===== config.mk =====
export PLATFORM = sky130hd
export DESIGN_NAME = reel_gen
export DESIGN_NICKNAME = d
export VERILOG_FILES = /design/src/rtl/reel_pkg.sv /design/src/rtl/reel_lfsr.sv /design/src/rtl/sym_ladder.sv /design/src/rtl/reel_gen.sv
export SDC_FILE = /design/constraint.sdc
export NUM_CORES = 1
export LEC_CHECK = 0
export BUFFER_PORTS_ARGS = -buffer_cell sky130_fd_sc_hd__clkbuf_2
export CAP_MARGIN = 20
export CORE_MARGIN = 1.5
export CORE_UTILIZATION = 61
export CTS_BUF_LIST = sky130_fd_sc_hd__clkbuf_16
export DETAILED_ROUTE_END_ITERATION = 10
export PLACE_DENSITY = 0.86
export SYNTH_ARGS = -nofsm -noshare
export SYNTH_HDL_FRONTEND = slang
export SYNTH_SLANG_ARGS = --single-unit
export TNS_END_PERCENT = 100

===== constraint.sdc =====
create_clock -name clk_i -period 2.32 [get_ports clk_i]
set_input_delay 0.464 -clock clk_i [delete_from_list [all_inputs] [get_ports clk_i]]
set_output_delay 0.464 -clock clk_i [all_outputs]
set_load 0.02 [all_outputs]

===== src/rtl/reel_pkg.sv =====
package reel_pkg;

    localparam int LFSR_W     = 10;
    localparam int NUM_REELS  = 3;
    localparam int SYM_W      = 4;
    localparam int NUM_BOUNDS = 8;

    typedef enum logic [SYM_W-1:0] {
        SYM_NONE   = 4'd0,
        SYM_BAR    = 4'd1,
        SYM_APPLE  = 4'd2,
        SYM_MELON  = 4'd3,
        SYM_BANANA = 4'd4,
        SYM_LEMON  = 4'd5,
        SYM_ORANGE = 4'd6,
        SYM_GUAVA  = 4'd7,
        SYM_CHERRY = 4'd8,
        SYM_BERRY  = 4'd9
    } sym_t;

    // Inclusive upper bound of symbol code i+1; above the last bound -> SYM_BERRY
    localparam int unsigned BOUND [NUM_BOUNDS] = '{20, 44, 79, 119, 169, 234, 334, 524};

    // Feedback tap pair per reel
    localparam int TAP_HI [NUM_REELS] = '{9, 8, 6};
    localparam int TAP_LO [NUM_REELS] = '{7, 5, 3};

    function automatic sym_t sym_of(input logic [LFSR_W-1:0] val);
        sym_t res;
        res = SYM_BERRY;
        for (int i = NUM_BOUNDS - 1; i >= 0; i--) begin
            if (32'(val) <= BOUND[i]) begin
                res = sym_t'(SYM_W'(i + 1));
            end
        end
        return res;
    endfunction

endpackage


===== src/rtl/reel_lfsr.sv =====
module reel_lfsr #(
    parameter int              W     = 10,
    parameter int              TAP_A = 9,
    parameter int              TAP_B = 7,
    parameter logic [W-1:0]    SEED  = '1
) (
    input  logic         clk_i,
    input  logic         rst_ni,
    input  logic         adv_i,
    output logic [W-1:0] state_o,
    output logic [W-1:0] next_o
);

    typedef struct packed {
        logic [W-1:0] val;
    } lfsr_st_t;

    lfsr_st_t st_d, st_q;
    logic     fb;

    always_comb begin
        st_d = st_q;
        fb   = st_q.val[TAP_A] ^ st_q.val[TAP_B];
        if (adv_i) begin
            st_d.val = {st_q.val[W-2:0], fb};
        end
    end

    always_ff @(posedge clk_i or negedge rst_ni) begin
        if (!rst_ni) begin
            st_q.val <= SEED;
        end else begin
            st_q <= st_d;
        end
    end

    assign state_o = st_q.val;
    assign next_o  = st_d.val;

    AST_SHIFT_LEFT: assert property (@(posedge clk_i) disable iff (!rst_ni)
        adv_i |=> state_o[W-1:1] == $past(state_o[W-2:0]));

    AST_LFSR_IDLE_HOLD: assert property (@(posedge clk_i) disable iff (!rst_ni)
        !adv_i |=> $stable(state_o));

endmodule


===== src/rtl/sym_ladder.sv =====
module sym_ladder
    import reel_pkg::*;
(
    input  logic [LFSR_W-1:0] val_i,
    output sym_t              sym_o
);

    always_comb begin
        sym_o = sym_of(val_i);
    end

endmodule


===== src/rtl/reel_gen.sv =====
module reel_gen
    import reel_pkg::*;
#(
    parameter logic [LFSR_W-1:0] SEED0 = 10'h2A5,
    parameter logic [LFSR_W-1:0] SEED1 = 10'h15B,
    parameter logic [LFSR_W-1:0] SEED2 = 10'h3C1
) (
    input  logic             clk_i,
    input  logic             rst_ni,
    input  logic             step_i,
    output logic [SYM_W-1:0] sym0_o,
    output logic [SYM_W-1:0] sym1_o,
    output logic [SYM_W-1:0] sym2_o
);

    localparam logic [LFSR_W-1:0] SEEDS [NUM_REELS] = '{SEED0, SEED1, SEED2};

    typedef struct packed {
        sym_t [NUM_REELS-1:0] sym;
    } out_st_t;

    out_st_t st_d, st_q;

    logic [LFSR_W-1:0] reel_val  [NUM_REELS];
    logic [LFSR_W-1:0] reel_next [NUM_REELS];
    sym_t              reel_sym  [NUM_REELS];

    for (genvar r = 0; r < NUM_REELS; r++) begin : g_reel
        reel_lfsr #(
            .W     (LFSR_W),
            .TAP_A (TAP_HI[r]),
            .TAP_B (TAP_LO[r]),
            .SEED  (SEEDS[r])
        ) u_lfsr (
            .clk_i   (clk_i),
            .rst_ni  (rst_ni),
            .adv_i   (step_i),
            .state_o (reel_val[r]),
            .next_o  (reel_next[r])
        );

        sym_ladder u_ladder (
            .val_i (reel_next[r]),
            .sym_o (reel_sym[r])
        );
    end

    always_comb begin
        st_d = st_q;
        if (step_i) begin
            for (int r = 0; r < NUM_REELS; r++) begin
                st_d.sym[r] = reel_sym[r];
            end
        end
    end

    always_ff @(posedge clk_i or negedge rst_ni) begin
        if (!rst_ni) begin
            for (int r = 0; r < NUM_REELS; r++) begin
                st_q.sym[r] <= sym_of(SEEDS[r]);
            end
        end else begin
            st_q <= st_d;
        end
    end

    assign sym0_o = st_q.sym[0];
    assign sym1_o = st_q.sym[1];
    assign sym2_o = st_q.sym[2];

    AST_SYM_IDLE_HOLD: assert property (@(posedge clk_i) disable iff (!rst_ni)
        !step_i |=> $stable({sym0_o, sym1_o, sym2_o}));

    AST_CODE_LEGAL: assert property (@(posedge clk_i) disable iff (!rst_ni)
        (sym0_o != 4'd0 && sym0_o <= 4'd9) && (sym1_o != 4'd0 && sym1_o <= 4'd9)
        && (sym2_o != 4'd0 && sym2_o <= 4'd9));

    AST_REEL_DIVERGE: assert property (@(posedge clk_i) disable iff (!rst_ni)
        step_i |=> (reel_val[0][0] == ($past(reel_val[0][7]) ^ $past(reel_val[0][9]))));

endmodule


Word-level counts from Yosys, hierarchy flattened
Index checks and enable logic that the tools add are counted.
Widths: inputs -> output; s select.

word-level totals
  output and inout port bits = 12
  flip-flop bits (word level) = 42
  input port bits = 3

operators by class
  mux-type cells = 27
  order comparisons = 24
  bitwise operators = 3

operators with widths
  operator              number
  $mux 4                21
  $le 10x7->1 const B   6
  $le 10x8->1 const B   6
  $le 10x10->1 const B  3
  $le 10x5->1 const B   3
  $le 10x6->1 const B   3
  $le 10x9->1 const B   3
  $mux 10               3
  $mux 1                3
  $xor 1x1->1           3

Depth between registers and ports, before layout
Gate-level depths: netlist of run 1.

  depth after elaboration = 11
  mapped depth = 10
  depth with buffers taken out = 6

By module
From an unflattened synthesis of run 1, not the netlist that was laid out.

second synthesis, totals
  cells, all modules = 214
  area total of the unflattened synthesis = 2544.9 µm²

modules (own cells, without submodules)
  module                             area an instance (µm²)  sequential area each (µm²)  times used  cells an instance
  reel_lfsr at g_reel[0].u_lfsr ...  416.6                   256.5                       2           23
  sym_ladder                         267.8                   0.0                         3           40
  reel_gen                           490.5                   306.5                       1           25
  reel_lfsr at g_reel[1].u_lfsr      417.9                   257.7                       1           23

Worst setup path after synthesis of run 1
Ideal clock, no wire load.

  path type = flip-flop to flip-flop
  start point = reg g_reel[1].u_lfsr.st_q, in the netlist g_reel[1].u_lfsr.state_o[8]
  end point = reg st_q, in the netlist sym1_o[1]
  path slack = 0.404 ns
  arrival = 1.782 ns
  required time = 2.186 ns
  stages on the path, launching flop included = 8
  clock period less this slack = 1.916 ns
  cell sequence = dfstp_2 clkbuf_1 xor2_1 o21a_1 o21a_1 o31ai_1 a2bb2oi_1 o31ai_1

on the way
  longest elaborated chain between the ends = 10
  elaborated cells on any way between the ends = 16
  classes of those cells = order compare (7); mux (8); bitwise (1)

RTL lines
  element                 RTL line         text
  start, declared         reel_lfsr.sv:18  lfsr_st_t st_d, st_q;
  start signal, assigned  reel_lfsr.sv:33  st_q <= st_d;
  $xor 1x1->1             reel_lfsr.sv:23  fb = st_q.val[TAP_A] ^ st_q.val[TAP_B];
  $mux 10 *               reel_lfsr.sv:24  if (adv_i) begin
  $le 10x9->1             reel_pkg.sv:32   if (32'(val) <= BOUND[i]) begin
  $mux 4 (6 in series)    reel_pkg.sv:32
  $mux 4 *                reel_pkg.sv:32
  end signal, assigned    reel_gen.sv:63   st_q <= st_d;
  end, declared           reel_gen.sv:22   out_st_t st_d, st_q;

Every way passes the cells marked *; elsewhere a longest branch is shown, timed or not.
A chain may end at the register's enable or synchronous reset.

Worst setup path in the final report of run 1
  start point = reg g_reel[0].u_lfsr.st_q, in the netlist g_reel[0].u_lfsr.state_o[7]
  end point = reg st_q, in the netlist sym0_o[0]

on the way
  longest elaborated chain between the ends = 11
  elaborated cells on any way between the ends = 18
  classes of those cells = order compare (8); mux (9); bitwise (1)

RTL lines
  element                          RTL line         text
  start, declared                  reel_lfsr.sv:18
  start signal, assigned           reel_lfsr.sv:33
  $xor 1x1->1 *                    reel_lfsr.sv:23
  $mux 10 *                        reel_lfsr.sv:24
  via g_reel[0].u_ladder.val_i[0]  sym_ladder.sv:4  input logic [LFSR_W-1:0] val_i,
  $le 10x10->1                     reel_pkg.sv:32
  $mux 1                           reel_pkg.sv:32
  $mux 4 (6 in series)             reel_pkg.sv:32
  $mux 4 *                         reel_pkg.sv:32

The timed path passes the listed nets; every way through them passes the cells marked *.

==> impl_metrics.json, run 1 <==
{
  "status": "completed",
  "num_rows": 24,
  "synth_top_area_share_pct": 20.2,
  "utilization_pct": 69.0,
  "root_buffer": "clkbuf_16",
  "synth_cells": 303,
  "drt_iter0_markers": 213,
  "yosysSeqAreaShare_pct": 39.4,
  "tns_ps": 0,
  "r2r_cells": 6,
  "via_count": 2363,
  "io_buffers": 14,
  "grt_pass1_wl_mm": 10.7,
  "grt_overflow_total": 0,
  "worstMarginPinSlew_ps": 449,
  "ys_seq_elements": 42,
  "setup_viol": 0,
  "synth.distinct_cells": 66,
  "drc": 0,
  "first_pass_iters": 5,
  "synth_most_common_cell": "nand2_1",
  "p_per_area_nw_per_um2": 1240,
  "async_reset_ff_share_pct": 100,
  "drtAntennaViolNets": 0,
  "wirelength_mm": 6.25,
  "cp-end-kind": "register",
  "cts_tree": "built",
  "synth_area_per_cell_sq_um": 9.03,
  "maxSlewViolCount": 0,
  "crit_end": "sym0_o[0]",
  "crit_slowest_cell": "dfstp_2",
  "arrival_ps": 2270,
  "r2r_slack_ps": 260,
  "vdd_drop_max_mv": 0.715,
  "hold_buffers": 0,
  "p_leak_nw": 1.26,
  "numCtsBuffers": 5,
  "period_minus_slack_ps": 2060,
  "core_area_sq_um": 4320,
  "gp_congestion": 0.953,
  "fmax_mhz": 485,
  "die_w_um": 70.0,
  "crit_buf_inv": 0,
  "synth_area_sq_um": 2740,
  "antenna_found_initial": 0,
  "rr_startpoint": "g_reel[0].u_lfsr.state_o[7]",
  "ys_warn_count": 0,
  "cp.depth": 6,
  "die_area_sq_um": 4900,
  "slowest_delay_ps": 640,
  "fillCellCount": 338,
  "drv_cap": 0,
  "clock_path_buffers": 2,
  "finalNetCount": 313,
  "hold_class": "input port to async pin",
  "wl_per_cell_um": 17.2,
  "crit_start": "g_reel[0].u_lfsr.state_o[7]",
  "diodes": 0,
  "r2r_end": "sym0_o[0]",
  "post-synth-top-area-cell": "dfstp_2",
  "fin_crit_sh_pct": 88.8,
  "critical-path-top-delay-family": "compound AO/OA/AOI/OAI gates",
  "die_h_um": 70.0,
  "finalPower_mw": 3.69,
  "cts_resized": 0,
  "synth.net_count": 306,
  "grt_start_max_net_pins": 33,
  "synthTopCellsByCount": "nand2_1 (27), nor2_1 (22), dfrtp_1 (21), dfstp_2 (21)",
  "area_growth_syn_to_layout_pct": 8.96,
  "post_cts_buffers": 0,
  "hold_violations": 0,
  "cp.required_ps": 2530,
  "ys.flop_type": "dfstp_2",
  "cts_sinks": 42,
  "pre_cts_ws_ps": 131,
  "drive_gt1_share_pct": 21.9,
  "clkTransAtPathRegs_ps": 60,
  "start_util_pct": 63.3,
  "clk_latency_ps": 280,
  "viasPerCell": 6.51,
  "worst_setup_path_start_kind": "register",
  "dp_hpwl_mm": 4.23,
  "crit_path_cell_trace": "xor2_1 -> mux2_2 -> o21ai_0 -> a221o_1 -> a32o_1 -> o21ai_1",
  "cts.htree.levels": 2,
  "synth_area_leaders": "dfstp_2 (20%), dfrtp_1 (19%), mux2_2 (3.7%)",
  "path_max_fanout": 10,
  "crit_type": "register to register",
  "synth_edf_count": 0,
  "io_pins": 15,
  "rsz0062_at_grt": "no",
  "fin_worst_skew_ps": 4.54,
  "grt_pass1_vias": 2287,
  "worst_slack_ps": 259,
  "grt_use_total_pct": 27.3,
  "max_slew_margin_pct": 69.9
}
metal layers:
layer  vias up  track usage [%]  wire length [um]  share of wire (%)
li1       1135                -                 -                  -
met1      1118             35.1              2740                 44
met2        94             44.3              3030                 48
met3        16             7.65               373                6.0
met4         0             9.40               108                1.7
met5         -                0                 0                  0
cell usage in the layout, fill, tap and decap left out, types with 3 or more instances in the layout:
cell and instances:
inv_1 14, nor2b_1 7, a21oi_1 17, a21o_1 4, o21ai_1 3, clkbuf_16 5
a221oi_1 3, a31oi_1 3, o31ai_1 6, o2bb2ai_1 6, nand2b_1 11, nand2_1 27
mux2_2 9, clkbuf_2 14, dfrtp_1 21, nor2_1 22, nand3b_1 4, and2_1 4
nor3b_1 5, a211oi_1 4, nand4_1 5, buf_4 6, o21ai_0 17, nand3_1 6
nor4_1 5, nor3_1 6, o21a_1 5, dfstp_2 21
report_power, final:
group          internal (mW)  switching [mW]  total, mW
sequential              1.07           0.382       1.45
clock                  0.499           0.268      0.768
combinational          0.636           0.833       1.47
total                   2.20            1.48       3.69
state kept, by name, indices dropped and copies added, names as in the netlist:
register / cells
sym1_o: 4
g_reel.u_lfsr.state_o: 30
sym0_o: 4
sym2_o: 4
stage by stage:
step / std cells / area, sq um / hold slack [ps]
CTS: 363 / 2980 / 91.0
detailed placement: 355 / 2820 / 393
global placement: 355 / 2820 / 379
global route: 363 / 2980 / 97.0
floorplan: 303 / 2740 / 168
finish: 363 / 2980 / 77.0
cell families after synthesis:
family | share of synthesized area (%)
compound gates | 25.5
xor+xnor | 1.28
buf+inv | 6.81
flops | 39.4
mux | 4.07
simple gates | 23.0
how the worst min path moves through the flow:
| stage | from | endpoint | slack (ps) | cells after the start |
|---|---|---|---|---|
| 2_1_floorplan | rst_ni | g_reel[0].u_lfsr.state_o[1] | 170 | 0 |
| 3_3_place_gp | rst_ni | g_reel[2].u_lfsr.state_o[5] | 380 | 1 |
| 3_5_place_dp | rst_ni | g_reel[2].u_lfsr.state_o[5] | 390 | 1 |
| 4_1_cts | rst_ni | sym1_o[0] | 90 | 1 |
| 5_1_grt | rst_ni | sym1_o[0] | 100 | 1 |
| 6_report | rst_ni | g_reel[2].u_lfsr.state_o[5] | 80 | 1 |
area by class of cell:
type                       instances  area (sq um)  share of cell area [%]
inverter                          13          48.8                    1.64
clock inverter                     3          37.5                    1.26
tap                               52          65.1                    2.18
clock buffer                       5           125                    4.20
sequential                        42          1080                    36.1
timing repair buffer              22           155                    5.20
multi-input combinational        226          1470                    49.4
Power figures use the tool's default switching activity.
==> run 2: changes to the inputs <==
ABC_CLOCK_PERIOD_IN_PS = 2320   (was default)
CORE_UTILIZATION = 39   (was 61)
PLACE_DENSITY = 0.61   (was 0.86)
==> impl_metrics.json, run 2 (synthesized netlist as in run 1, its figures left out) <==
{
  "status": "completed",
  "vdd_drop_max_mv": 0.445,
  "p_leak_nw": 1.28,
  "core_area_sq_um": 6790,
  "finalPower_mw": 3.65,
  "drtAntennaViolNets": 0,
  "most-common-layout-cells": "nand2_1 (27), nor2_1 (22), dfstp_2 (21), dfrtp_1 (21)",
  "rsz0062_at_grt": "no",
  "fin_worst_skew_ps": 6.94,
  "grt_pass1_vias": 2151,
  "finalNetCount": 318,
  "tns_ps": 0,
  "wl_per_cell_um": 14.7,
  "crit_path_cell_trace": "xor2_1 -> mux2_2 -> o21ai_0 -> a221o_1 -> a32o_1 -> o21ai_1",
  "cp-end-kind": "register",
  "first_pass_iters": 5,
  "cts_resized": 0,
  "start_util_pct": 40.3,
  "io_pins": 15,
  "drc": 0,
  "via_count": 2352,
  "die_h_um": 86.8,
  "maxSlewViolCount": 0,
  "wirelength_mm": 6.05,
  "crit_type": "register to register",
  "numCtsBuffers": 5,
  "cts_tree": "built",
  "antenna_found_initial": 0,
  "die_area_sq_um": 7530,
  "grt_overflow_total": 0,
  "cts_sinks": 42,
  "grt_use_total_pct": 17.3,
  "viasPerCell": 5.71,
  "clock_path_buffers": 2,
  "grt_start_max_net_pins": 29,
  "largest_reg_flops": 30,
  "p_per_area_nw_per_um2": 1190,
  "fmax_mhz": 487,
  "drive_gt1_share_pct": 23.1,
  "rr_startpoint": "g_reel[0].u_lfsr.state_o[7]",
  "num_rows": 30,
  "clk_latency_ps": 280,
  "root_buffer": "clkbuf_16",
  "crit_slowest_cell": "dfstp_2",
  "slowest_delay_ps": 630,
  "crit_start": "g_reel[0].u_lfsr.state_o[7]",
  "io_buffers": 14,
  "max_slew_margin_pct": 64.5,
  "final_common_cell": "nand2_1",
  "gp_congestion": 0.900,
  "period_minus_slack_ps": 2050,
  "drv_cap": 0,
  "area_growth_syn_to_layout_pct": 11.9,
  "grt_pass1_wl_mm": 10.3,
  "dp_hpwl_mm": 4.40,
  "die_w_um": 86.8,
  "worst_setup_path_start_kind": "register",
  "worstMarginPinSlew_ps": 532,
  "drt_iter0_markers": 133,
  "path_max_fanout": 10,
  "cp.required_ps": 2530,
  "fin_crit_sh_pct": 88.5,
  "clkTransAtPathRegs_ps": 60,
  "hold_class": "input port to async pin",
  "setup_viol": 0,
  "arrival_ps": 2270,
  "hold_buffers": 0,
  "post_cts_buffers": 0,
  "cts.htree.levels": 2,
  "diodes": 0,
  "hold_violations": 0
}
run 2: cell count changes in the layout (fill, tap and decap cells not counted):
cell / delta
buf_12: -1
buf_4: +6
run 2: final timing paths:
kind,to,slack [ps],depth (start not counted)
worst max-delay path,sym0_o[0],270,6
worst min-delay path,g_reel[0].u_lfsr.state_o[6],150,1
worst max register to register,sym0_o[0],270,6
worst min register to register,sym2_o[3],480,1
max in group asynchronous,g_reel[0].u_lfsr.state_o[5],1520,2
min in group clk_i,sym2_o[3],480,1
run 2: cell type report:
cell class | count | area (sq um)
Fill cell | 653 | 3730
Multi-Input combinational cell | 226 | 1470
Sequential cell | 42 | 1080
Timing Repair Buffer | 27 | 180
Clock buffer | 5 | 125
Tap cell | 96 | 120
Inverter | 13 | 48.8
Clock inverter | 3 | 37.5
run 2: through the flow:
step | instances | hold slack, ps | util, % | cell area, sq um | setup slack (ps)
after CTS | 412 | 162 | 45.1 | 3060 | 277
after global placement | 404 | 470 | 42.7 | 2900 | 140
final | 412 | 153 | 45.1 | 3060 | 267
after global routing | 412 | 195 | 45.1 | 3060 | 145
after floorplan | 303 | 168 | - | 2740 | 404
after detailed placement | 404 | 469 | 42.7 | 2900 | 116
run 2: worst max-delay path: cells and delay by family, from the launching register on:
kind,cells,cell delay [ps]
AO/OA/AOI/OAI,4,820
multiplexers,1,260
XOR/XNOR,1,270
flip-flops,1,630
run 2: report_power, final:
group          internal, mW  leakage, nW  switching (mW)
clock network         0.500       0.0864           0.271
logic                 0.637        0.710           0.800
registers              1.07        0.485           0.370
total                  2.21         1.28            1.44
run 2: routing by layer:
metal,global-route usage (%),share of wire (%)
met1,23.7,48
met5,0,0
met4,6.45,1.8
met2,26.9,46
met3,3.33,4.6
==> run 3: changes to the inputs <==
ABC_CLOCK_PERIOD_IN_PS = 2050   (was 2320)
SYNTH_HIERARCHICAL = 1   (was default)
clock period = 2.05 ns   (was 2.32 ns; I/O delays follow)
==> impl_metrics.json, run 3 <==
{
  "arrival_ps": 2240,
  "numCtsBuffers": 5,
  "diodes": 0,
  "clkTransAtPathRegs_ps": 60,
  "grt_pass1_wl_mm": 9.20,
  "post-synth-top-area-cell": "dfstp_2",
  "drtAntennaViolNets": 0,
  "setup_viol": 0,
  "worst_setup_path_start_kind": "input port",
  "cts_sinks": 42,
  "dp_hpwl_mm": 3.77,
  "synthTopCellsByCount": "mux2_4 (34), dfrtp_1 (21), dfstp_2 (21)",
  "path_max_fanout": 8,
  "via_count": 1904,
  "antenna_found_initial": 0,
  "viasPerCell": 5.41,
  "maxSlewViolCount": 0,
  "root_buffer": "clkbuf_16",
  "cp.required_ps": 2270,
  "hold_class": "input port to async pin",
  "num_rows": 29,
  "max_slew_margin_pct": 64.8,
  "synth_area_per_cell_sq_um": 11.9,
  "area_growth_syn_to_layout_pct": 31.3,
  "async_reset_ff_share_pct": 100,
  "clock_path_buffers": 2,
  "core_area_sq_um": 6310,
  "grt_pass1_vias": 1992,
  "multi_input_area_sq_um": 1450,
  "fin_worst_skew_ps": 5.48,
  "cts.htree.levels": 2,
  "die_h_um": 83.8,
  "vdd_drop_max_mv": 0.841,
  "cp-end-kind": "register",
  "grt_use_total_pct": 16.0,
  "fillCellCount": 544,
  "p_leak_nw": 1.51,
  "finalNetCount": 277,
  "rsz0062_at_grt": "yes",
  "io_buffers": 14,
  "synth.distinct_cells": 30,
  "synth_most_common_cell": "mux2_4",
  "grt_overflow_total": 0,
  "grt_start_max_net_pins": 43,
  "start_util_pct": 40.3,
  "pre_cts_ws_ps": -338,
  "gp_congestion": 0.841,
  "synth_edf_count": 0,
  "die_w_um": 83.8,
  "ys.flop_type": "dfstp_2",
  "synth_area_sq_um": 2540,
  "ys_warn_count": 6,
  "largest_reg_flops": 30,
  "wirelength_mm": 5.36,
  "clk_latency_ps": 280,
  "post_cts_buffers": 0,
  "yosysSeqAreaShare_pct": 42.3,
  "seqCellArea_sq_um": 1080,
  "ys_seq_elements": 42,
  "cts_tree": "built",
  "finalPower_mw": 6.37,
  "synth.net_count": 217,
  "worst_slack_ps": 27.8,
  "synth_cells": 214,
  "most-common-layout-cells": "buf_4 (48), mux2_4 (34), dfstp_2 (21), dfrtp_1 (21), nor2_1 (18)",
  "drt_iter0_markers": 87,
  "p_per_area_nw_per_um2": 1910,
  "synth_area_leaders": "dfstp_2 (22%), dfrtp_1 (21%), mux2_4 (20%)",
  "r2r_cells": 7,
  "drc": 0,
  "fmax_mhz": 495,
  "wl_per_cell_um": 15.2,
  "io_pins": 15,
  "synth_top_area_share_pct": 21.7,
  "hold_violations": 0,
  "drv_cap": 0,
  "die_area_sq_um": 7020,
  "worstMarginPinSlew_ps": 528,
  "first_pass_iters": 4,
  "drive_gt1_share_pct": 59.3,
  "crit_type": "input port to register",
  "status": "completed",
  "final_common_cell": "buf_4",
  "fin_crit_sh_pct": 98.6,
  "period_minus_slack_ps": 2020
}
==> run 3: cells by family after synthesis <==
group | count (synthesis) | synth area share, %
xor gates and xnor gates | 3 | 1.03
DFF | 42 | 42.3
muxes | 39 | 22.3
AOI/OAI and AO/OA | 60 | 19.5
and+or+nand+nor | 45 | 8.85
buffers and inverters | 25 | 6.05
==> run 3: final timing paths <==
path	startpoint	to	slack, ps
worst min register to register	sym0_o[1]	sym0_o[1]	510
max in group asynchronous	rst_ni	g_reel[1].u_lfsr/state_o[0]	1480
worst min-delay path	rst_ni	g_reel[0].u_lfsr/state_o[6]	200
min in group clk_i	sym0_o[1]	sym0_o[1]	510
worst max-delay path	step_i	sym1_o[0]	30
worst max register to register	g_reel[1].u_lfsr/state_o[8]	sym1_o[0]	80
==> run 3: area by class of cell <==
cell class,count,area share (%)
Timing Repair Buffer,66,15.1
Clock inverter,3,1.35
Inverter,12,1.35
Clock buffer,5,3.75
Tap cell,77,2.88
Multi-Input combinational cell,147,43.3
Sequential cell,42,32.2
==> run 3: critical path, cell delays in order <==
cell and delay [ps]:
clkbuf_4 170, buf_6 160, mux2_4 340, o21a_1 230
o21a_1 200, o311a_1 310, a221oi_2 250, mux2_4 180
==> run 3: report_power, final <==
part	leakage (nW)	internal, mW	switching (mW)
Combinational	0.964	1.98	1.85
Clock	0.0760	0.574	0.320
Sequential	0.468	1.39	0.253
Total	1.51	3.94	2.42
==> run 3: what timing repair did <==
action	4_1_cts	5_1_grt
resized for setup	5	18
pin swaps	0	3
hold buffers	0	0
setup endpoints to repair	3	9
==> run 3: routing by layer <==
| metal | up-vias | global-route usage, % | part of all wire, % |
|---|---|---|---|
| met2 | 27 | 26.3 | 49 |
| met4 | 0 | 6.11 | 1.8 |
| met5 | - | 0 | 0 |
| li1 | 915 | - | - |
| met1 | 953 | 21.3 | 47 |
| met3 | 9 | 2.57 | 2.1 |
==> run 3: metrics by stage <==
step / instance area [sq um] / hold slack, ps / TNS (ps) / std cells / util (%)
3_5_place_dp: 3040 / 500 / -3030 / 344 / 48.2
4_1_cts: 3240 / 213 / 0 / 352 / 51.3
6_report: 3340 / 196 / 0 / 352 / 52.9
2_1_floorplan: 2570 / 114 / -97.6 / 214 / -
5_1_grt: 3340 / 232 / -33.1 / 352 / 52.9
3_3_place_gp: 3040 / 492 / -2990 / 344 / 48.2
